--- src/rtl/accseq_pkg.sv ---
package accseq_pkg;

  // Length of the execute sequence (five transfers plus the clearing step)
  localparam int NSTEP = 6;
  // Number of control lines raised during execution
  localparam int NCTL  = 5;
  // Bus sources and their positions in the source-enable vector
  localparam int NSRC  = 5;
  localparam int S_PC  = 0;
  localparam int S_IR  = 1;
  localparam int S_MBR = 2;
  localparam int S_AC  = 3;
  localparam int S_MEM = 4;

  typedef enum logic [1:0] {
    PH_FETCH  = 2'd0,
    PH_DECODE = 2'd1,
    PH_EXEC   = 2'd2,
    PH_HALT   = 2'd3
  } phase_e;

  typedef struct packed {
    logic ld_mar;
    logic ld_mbr;
    logic ld_ir;
    logic inc_pc;
    logic mem_we;
  } load_t;

  // Control-line group for an execute step; bit k is line Pk
  function automatic logic [NCTL-1:0] ctl_for_step(input logic [NSTEP-1:0] oh);
    logic [NCTL-1:0] r;
    r = '0;
    if (oh[0]) r = 5'b01111;
    if (oh[1]) r = 5'b11000;
    if (oh[2]) r = 5'b01011;
    if (oh[3]) r = 5'b11100;
    if (oh[4]) r = 5'b00011;
    return r;
  endfunction

endpackage

--- src/rtl/accseq_timer.sv ---
module accseq_timer
  import accseq_pkg::*;
(
  input  logic             clk,
  input  logic             rst,
  input  logic             clr,
  output logic [NSTEP-1:0] step
);

  localparam logic [NSTEP-1:0] FIRST = NSTEP'(1);

  always_ff @(posedge clk) begin
    if (rst || clr) begin
      step <= FIRST;
    end else begin
      step <= {step[NSTEP-2:0], step[NSTEP-1]};
    end
  end

endmodule

--- src/rtl/accseq_ctrl.sv ---
module accseq_ctrl
  import accseq_pkg::*;
#(
  parameter int             OPW       = 4,
  parameter logic [OPW-1:0] STOREI_OP = 'hE
) (
  input  logic             clk,
  input  logic             rst,
  input  logic [NSTEP-1:0] step,
  input  logic [OPW-1:0]   opcode,
  output phase_e           phase,
  output logic [NSRC-1:0]  src_en,
  output load_t            ld,
  output logic             clr,
  output logic [NCTL-1:0]  ctl
);

  phase_e nxt;

  always_comb begin
    nxt    = phase;
    src_en = '0;
    ld     = '0;
    clr    = 1'b0;
    ctl    = '0;
    unique case (phase)
      PH_FETCH: begin
        if (step[0]) begin
          src_en[S_PC] = 1'b1;
          ld.ld_mar    = 1'b1;
        end
        if (step[1]) begin
          src_en[S_MEM] = 1'b1;
          ld.ld_ir      = 1'b1;
          ld.inc_pc     = 1'b1;
          nxt           = PH_DECODE;
          clr           = 1'b1;
        end
      end
      PH_DECODE: begin
        nxt = (opcode == STOREI_OP) ? PH_EXEC : PH_HALT;
        clr = 1'b1;
      end
      PH_EXEC: begin
        ctl = ctl_for_step(step);
        if (step[0]) begin
          src_en[S_IR] = 1'b1;
          ld.ld_mar    = 1'b1;
        end
        if (step[1]) begin
          src_en[S_MEM] = 1'b1;
          ld.ld_mbr     = 1'b1;
        end
        if (step[2]) begin
          src_en[S_MBR] = 1'b1;
          ld.ld_mar     = 1'b1;
        end
        if (step[3]) begin
          src_en[S_AC] = 1'b1;
          ld.ld_mbr    = 1'b1;
        end
        if (step[4]) begin
          src_en[S_MBR] = 1'b1;
          ld.mem_we     = 1'b1;
        end
        if (step[5]) begin
          nxt = PH_FETCH;
          clr = 1'b1;
        end
      end
      PH_HALT: begin
        clr = 1'b1;
      end
      default: begin
        nxt = PH_HALT;
      end
    endcase
  end

  always_ff @(posedge clk) begin
    if (rst) begin
      phase <= PH_FETCH;
    end else begin
      phase <= nxt;
    end
  end

endmodule

--- src/rtl/accseq_dpath.sv ---
module accseq_dpath
  import accseq_pkg::*;
#(
  parameter int DW = 16,
  parameter int AW = 12
) (
  input  logic            clk,
  input  logic            rst,
  input  logic [NSRC-1:0] src_en,
  input  load_t           ld,
  input  logic [DW-1:0]   mem_rdata,
  output logic [AW-1:0]   mem_addr,
  output logic [DW-1:0]   mem_wdata,
  output logic [DW-1:0]   bus,
  output logic [AW-1:0]   pc,
  output logic [AW-1:0]   mar,
  output logic [DW-1:0]   mbr,
  output logic [DW-1:0]   ir,
  output logic [DW-1:0]   ac
);

  function automatic logic [AW-1:0] addr_part(input logic [DW-1:0] w);
    return w[AW-1:0];
  endfunction

  function automatic logic [AW-1:0] pc_after(input logic [AW-1:0] p);
    return p + AW'(1);
  endfunction

  function automatic logic [DW-1:0] widen(input logic [AW-1:0] a);
    return DW'(a);
  endfunction

  logic [DW-1:0] src_val [NSRC];

  assign src_val[S_PC]  = widen(pc);
  assign src_val[S_IR]  = ir;
  assign src_val[S_MBR] = mbr;
  assign src_val[S_AC]  = ac;
  assign src_val[S_MEM] = mem_rdata;

  // Gated OR of all sources; the controller enables at most one
  always_comb begin
    bus = '0;
    for (int s = 0; s < NSRC; s++) begin
      bus = bus | (src_val[s] & {DW{src_en[s]}});
    end
  end

  always_ff @(posedge clk) begin
    if (rst) begin
      pc  <= '0;
      mar <= '0;
      mbr <= '0;
      ir  <= '0;
      ac  <= '0;
    end else begin
      if (ld.ld_mar) mar <= addr_part(bus);
      if (ld.ld_mbr) mbr <= bus;
      if (ld.ld_ir)  ir  <= bus;
      if (ld.inc_pc) pc  <= pc_after(pc);
    end
  end

  assign mem_addr  = mar;
  assign mem_wdata = bus;

endmodule

--- src/rtl/accseq_core.sv ---
module accseq_core
  import accseq_pkg::*;
#(
  parameter int             DW        = 16,
  parameter int             AW        = 12,
  parameter int             OPW       = 4,
  parameter logic [OPW-1:0] STOREI_OP = 'hE
) (
  input  logic             clk,
  input  logic             rst,
  output logic [AW-1:0]    mem_addr,
  input  logic [DW-1:0]    mem_rdata,
  output logic [DW-1:0]    mem_wdata,
  output logic             mem_we,
  output logic [DW-1:0]    dbg_bus,
  output logic [AW-1:0]    dbg_pc,
  output logic [AW-1:0]    dbg_mar,
  output logic [DW-1:0]    dbg_mbr,
  output logic [DW-1:0]    dbg_ir,
  output logic [DW-1:0]    dbg_ac,
  output logic [NSTEP-1:0] dbg_step,
  output logic [1:0]       dbg_phase,
  output logic [NCTL-1:0]  dbg_ctl,
  output logic             halted
);

  localparam int OP_LSB = DW - OPW;

  logic [NSTEP-1:0] step_w;
  logic             clr_w;
  phase_e           phase_w;
  logic [NSRC-1:0]  src_en_w;
  load_t            ld_w;
  logic [NCTL-1:0]  ctl_w;
  logic [DW-1:0]    ir_w;

  accseq_timer u_timer (
    .clk  (clk),
    .rst  (rst),
    .clr  (clr_w),
    .step (step_w)
  );

  accseq_ctrl #(
    .OPW       (OPW),
    .STOREI_OP (STOREI_OP)
  ) u_ctrl (
    .clk    (clk),
    .rst    (rst),
    .step   (step_w),
    .opcode (ir_w[OP_LSB +: OPW]),
    .phase  (phase_w),
    .src_en (src_en_w),
    .ld     (ld_w),
    .clr    (clr_w),
    .ctl    (ctl_w)
  );

  accseq_dpath #(
    .DW (DW),
    .AW (AW)
  ) u_dpath (
    .clk       (clk),
    .rst       (rst),
    .src_en    (src_en_w),
    .ld        (ld_w),
    .mem_rdata (mem_rdata),
    .mem_addr  (mem_addr),
    .mem_wdata (mem_wdata),
    .bus       (dbg_bus),
    .pc        (dbg_pc),
    .mar       (dbg_mar),
    .mbr       (dbg_mbr),
    .ir        (ir_w),
    .ac        (dbg_ac)
  );

  assign mem_we    = ld_w.mem_we;
  assign dbg_ir    = ir_w;
  assign dbg_step  = step_w;
  assign dbg_phase = phase_w;
  assign dbg_ctl   = ctl_w;
  assign halted    = (phase_w == PH_HALT);

endmodule

--- config.mk ---
export PLATFORM = sky130hd
export DESIGN_NAME = accseq_core
export DESIGN_NICKNAME = d
export VERILOG_FILES = /design/src/rtl/accseq_pkg.sv /design/src/rtl/accseq_timer.sv /design/src/rtl/accseq_ctrl.sv /design/src/rtl/accseq_dpath.sv /design/src/rtl/accseq_core.sv
export SDC_FILE = /design/constraint.sdc
export NUM_CORES = 1
export LEC_CHECK = 0
export ABC_AREA = 0
export BUFFER_PORTS_ARGS = -buffer_cell sky130_fd_sc_hd__buf_2
export CORE_ASPECT_RATIO = 0.8
export CORE_UTILIZATION = 40
export CTS_BUF_LIST = sky130_fd_sc_hd__clkbuf_4 sky130_fd_sc_hd__clkbuf_8 sky130_fd_sc_hd__clkbuf_16
export CTS_CLUSTER_SIZE = 10
export DETAILED_ROUTE_END_ITERATION = 8
export PLACE_DENSITY = 0.69
export SLEW_MARGIN = 10
export SYNTH_ARGS = -nofsm -noshare
export SYNTH_HDL_FRONTEND = slang
export SYNTH_SLANG_ARGS = --single-unit
--- constraint.sdc ---
create_clock -name clk -period 1.65 [get_ports clk]
set_input_delay 0.165 -clock clk [delete_from_list [all_inputs] [get_ports clk]]
set_output_delay 0.165 -clock clk [all_outputs]
set_load 0.01 [all_outputs]
After elaboration in Yosys (flattened, before gate mapping):

Index checks and enable logic that the tools add are counted.

* register bits: 64
* latch bits: 0
* bits in writable memories: 0
* ROM bits: 0
* bits of input ports: 18
* output and inout bits: 131
* logic and storage cells: 53
* memories: 0

* add/subtract/negate cells: 1
* multipliers: 0
* div/mod/pow operators: 0
* $lt $le $gt $ge: 0
* equality and inequality tests: 6
* shift operators: 0
* mux-type cells: 27
* bitwise gates (word level): 7
* reductions and logical operators: 6

Operator list (count)
* bitwise AND 16 bit: 3
* OR 16 bit: 3
* two-way mux 5 bit: 5
* bitwise AND 12 x 16 -> 16 bit: 1
* two-way mux 1 bit: 13
* adder 12 x 1 -> 12 bit (second input constant): 1
* two-way mux 2 bit: 5
* case mux 2 bit (3 select lines): 1
* equality test 2 bit (second input constant): 2
* equality test 4 bit (second input constant): 1
* two-way mux 4 bit: 1
* inequality test 2 bit (second input constant): 2
* OR reduction 2 bit: 2
* case mux 1 bit (3 select lines): 1
* AND reduction 3 bit: 1
* nonzero test 3 bit: 1
* equality test 2 x 1 -> 1 bit (second input constant): 1
* logical NOT 2 bit: 1
* case mux 1 bit (2 select lines): 1
* logical OR 1 bit: 1

Depth between registers and ports, before layout:

* depth in word-level cells: 7
* mapped depth: 7
* gate-level depth less buffers: 4

Cells and area by module:

From an unflattened synthesis, not the netlist that was laid out.

* cells, all modules: 350
* area total of the unflattened synthesis: 3096.7 µm²

By module, submodules not included
* accseq_dpath: times used 1, cells each 300, area each 2685.1 µm², seq. area each 1121.1 µm²
* accseq_ctrl: times used 1, cells each 37, area each 241.5 µm², seq. area each 40.0 µm²
* accseq_timer: times used 1, cells each 12, area each 163.9 µm², seq. area each 120.1 µm²
* accseq_core: times used 1, cells each 1, area each 6.3 µm², seq. area each 0.0 µm²

Worst setup path before layout:

No wires, ideal clock.

* kind: flip-flop to output port
* start point: register u_timer.step[1]
* end point: output port mem_wdata[8]
* data arrival time: 1.697 ns
* data required time: 1.485 ns
* path slack: -0.212 ns
* stages on the path, launching flop included: 7
* path buffers: 4
* path through: dfxtp_1 > clkbuf_1 > buf_2 > buf_2 > a21oi_1 > o21ai_0 > buf_4

* word-level cells in the longest chain between the ends: 4

RTL lines
* start: declaration: line accseq_timer.sv:7 `output logic [NSTEP-1:0] step`
* start signal: assignment: line accseq_timer.sv:16 `step <= {step[NSTEP-2:0], step[NSTEP-1]};`
* two-way mux 1 bit: line accseq_ctrl.sv:32, accseq_ctrl.sv:50
* two-way mux 1 bit
* bitwise AND 16 bit: line accseq_dpath.sv:46 `bus = bus | (src_val[s] & {DW{src_en[s]}});`
* OR 16 bit: line accseq_dpath.sv:46
* end: declaration: line accseq_core.sv:13 `output logic [DW-1:0] mem_wdata,`

Every way passes these cells.

Worst setup path after layout:

* start point: register u_ctrl.phase[1]
* end point: output port dbg_bus[11]

* word-level cells in the longest chain between the ends: 6
* elaborated cells on any way between the ends: 13
* those cells by class: eq/ne (1); mux (3); bitwise (7); reduce/logical (2)

RTL lines
* start: declaration: line accseq_ctrl.sv:11 `output phase_e phase,`
* start signal: assignment: line accseq_ctrl.sv:84 `phase <= nxt;`
* equality test 2 bit / logical NOT 2 bit (equally long branches): line accseq_ctrl.sv:26 `unique case (phase)`
* two-way mux 2 bit / two-way mux 1 bit (equally long branches): line accseq_ctrl.sv:26
* bitwise AND 16 bit / bitwise AND 12 x 16 -> 16 bit (equally long branches): line accseq_dpath.sv:46
* OR 16 bit (2 in a row): line accseq_dpath.sv:46
* OR 16 bit (*): line accseq_dpath.sv:46
* end: declaration: line accseq_core.sv:15 `output logic [DW-1:0] dbg_bus,`

Every way passes the cells marked *; elsewhere a longest branch is shown, timed or not.

==> summary.md <==
| Metric | Value |
|---|---|
| Routed Antenna Nets | `0` |
| Antenna diodes | `0` |
| Area grow syn2layout | `48.2%` |
| Post-route cell area | `5040 um^2` |
| CTS max path bufs | `2` |
| Commonest non-fill, non-tap cells in the layout | `129 x buf_2, 58 x dfxtp_1, 41 x buf_4, 30 x a21oi_1` |
| Bufs and invs on worst path | `2` |
| DR vias | `3886` |
| Reg clk slew, reported paths | `0.07 ns` |
| CP Capture Type | `output pin` |
| RSZ-0062 raised after global routing | `true` |
| Crit-path max FO | `8` |
| HPWL Detailed | `7.89 mm` |
| Row count | `29` |
| Min-delay worst type | `primary input to register` |
| Hold Buf Count CTS | `0` |
| Overall Global Routing Usage | `0.269` |
| Die area | `8880 um^2` |
| Drt wl/cell | `19.0 um` |
| R2r worst-path depth | `5` |
| Sequential share of the synthesized area | `0.376` |
| Number of synthesized register bits | `64` |
| Post-synth cell types | `47` |
| CTS tree | `yes` |
| Core ar. | `8090 um^2` |
| Die width | `105 um` |
| Peak supply drop | `0.525 mV` |
| Final #Nets | `559` |
| Largest net degree at the start of global routing | `26` |
| Critical path origin | `u_ctrl.phase[1]` |
| Top cell type by total area after synthesis | `dfxtp_1` |
| Vias in the first global route | `3436` |
| Fmax | `549 MHz` |
| Pins over their slew limit | `0` |
| Drt first pass iters | `5` |
| Clk_lat worst skew | `0.35 ns` |
| Initial antenna violation count | `0` |
| CTS root buf | `clkbuf_8` |
| Worst setup margin | `-0.171 ns` |
| Routed WL | `12.4 mm` |
| Yosys warns | `0` |
| R2R Path Start | `u_ctrl.phase[1]` |
| Syn Area/Cell | `8.59 um^2` |
| Min Hold Slack | `0.0563 ns` |
| Max-Cap Viols | `0` |
| Finish-stage setup viols | `39` |
| Final Wtd Congestion | `0.846` |
| Top Ports | `149` |
| CTS Buf Count | `9` |
| IO buf count | `132` |
| Most used cell, CP | `buf_6` |
| Reg-to-reg setup timing slack | `-0.05 ns` |
| Final Hold Viols | `0` |
| Leakage | `2.37 nW` |
| Ratio of final minimum period to clock period | `1.10` |
| Vias per inst | `5.95` |
| Clk_skew | `0.00519 ns` |
| First-pass GRT wire length | `18.6 mm` |
| Yosys top cell area share | `0.376` |
| Reg2reg end | `u_dpath.pc[11]` |
| WP data required | `1.48 ns` |
| Power Dens Cells | `993 nW/um^2` |
| Synth area leaders | `dfxtp_1 38%, buf_4 9.9%, a32oi_1 5.9%` |
| Die height | `84.5 um` |
| Tightest Pin Transition | `0.559 ns` |
| Ys flop type | `dfxtp_1` |
| Worst EP arrival | `1.66 ns` |
| Syn Inst Count | `396` |
| Post-synth ARST share | `0` |
| Status | `finished with violations` |
| Most common cell after layout, fill and taps aside | `buf_2` |
| Violated checks | `setup timing` |
| Initial Util | `0.421` |
| Crit path to | `dbg_bus[11]` |
| EDFF count, synth | `0` |
| Slowest stage delay, CP | `0.37 ns` |
| Number of cells on the critical path | `5` |
| Worst slew margin | `0.627` |
| Setup CP Type | `register to output pin` |
| CP delay by family, top | `simple AND/OR/NAND/NOR gates` |
| Mapped cell area | `3400 um^2` |
| Share of cells above drive strength 1 | `0.538` |
| Cells along the critical path | `buf_6 > and3b_2 > a32oi_2 > nand2_2 > buf_6` |
| Minimum clock period after layout | `1.82 ns` |
| Overflow after GRT | `0` |
| Detailed Route Iter0 Violations | `420` |
| Post-route DRC | `0` |
| Post-place instance area | `4150 um^2` |
| CP max stage cell | `dfxtp_4` |
| Startpoint Class | `register` |
| Maximum level of the CTS H-tree | `3` |
| Num Clock Sinks | `64` |
[registers in the layout, indices dropped and copies added, names as in the netlist]
name / count
u_ctrl.phase: 2
u_dpath.ir: 16
u_dpath.mar: 12
u_dpath.mbr: 16
u_dpath.pc: 12
u_timer.step: 6
[worst min path at each step]
stage             startpoint              end  slack, ns  depth (start not counted)
2_1_floorplan            rst  u_timer.step[0]       0.29                          2
3_3_place_gp   mem_rdata[12]   u_dpath.ir[12]       0.43                          3
3_5_place_dp   mem_rdata[12]   u_dpath.ir[12]       0.43                          3
4_1_cts        mem_rdata[12]   u_dpath.ir[12]       0.05                          3
5_1_grt        mem_rdata[12]   u_dpath.ir[12]       0.06                          3
6_report       mem_rdata[12]   u_dpath.ir[12]       0.06                          3
[cell type report]
cell class / count / area, um^2
multi-input combinational: 261 / 2100
clock buffer: 16 / 183
tap: 108 / 135
sequential: 64 / 1290
inverter: 10 / 37.5
fill: 624 / 3050
timing repair buffer: 194 / 1290
[worst reg2reg max path, cell delays in order, from the launching register on]
cell,delay (ns)
dfxtp_4,0.37
buf_4,0.13
or3b_4,0.45
buf_6,0.17
nor4_4,0.15
mux2_4,0.32
[layer usage]
metal	vias to the layer above	GRT usage	part of all wire
met1	1860	0.360	0.43
li1	1739	-	-
met3	28	0.0722	0.097
met4	0	0.0832	0.018
met5	-	0	0
met2	259	0.423	0.45
[kinds of logic (layout without fill, tap and decap cells)]
| family | after synthesis | in the layout | share of synthesized area |
|---|---|---|---|
| fa+ha+maj | 1 | 1 | 0.00368 |
| simple gates | 91 | 93 | 0.149 |
| buf+inv | 88 | 220 | 0.155 |
| flops | 64 | 64 | 0.376 |
| xor+xnor | 1 | 1 | 0.00257 |
| mux | 4 | 4 | 0.0132 |
| compound gates | 146 | 146 | 0.299 |
| other cells | 1 | 16 | 0.00110 |
[Yosys cell counts, types with 3 or more instances]
cell type,count
dfxtp_1,64
buf_4,45
a21oi_1,36
a32oi_1,23
o21ai_0,23
clkbuf_1,21
nor2_1,17
nand2_1,15
or3_1,12
a31oi_1,10
buf_2,10
inv_1,10
a311oi_1,9
o31ai_1,9
and2_1,8
a211oi_1,7
nor2b_1,7
a21o_1,5
and3b_1,5
nand3_1,5
nor3_1,5
o32ai_1,5
a221oi_1,4
a32o_1,4
nor4_1,4
a2111oi_0,3
mux2_1,3
nand4_1,3
[where the power goes]
part	internal (mW)	switching (mW)
logic	0.821	1.06
registers	1.69	0.156
clock network	0.690	0.586
total	3.20	1.80
[metrics by stage]
stage               std cells  total power, mW  utilization  TNS, ns  setup WS [ns]
floorplan                 411             2.84            -   -0.145        -0.0215
global placement          614             3.28        0.513        0         0.0897
finish                    653             5.01        0.623    -3.20         -0.171
global route              653             5.23        0.623    -5.36         -0.199
detailed placement        614             3.30        0.513        0         0.0429
CTS                       646             4.77        0.588    -1.94         -0.131
[what timing repair did]
action,4_1_cts,5_1_grt
pin swaps,12,10
resized for setup,62,45
buffers inserted,14,4
gates cloned,3,3
endpoints found under the setup margin,37,79
endpoints found under the hold margin,0,0
Power figures use the tool's default switching activity.
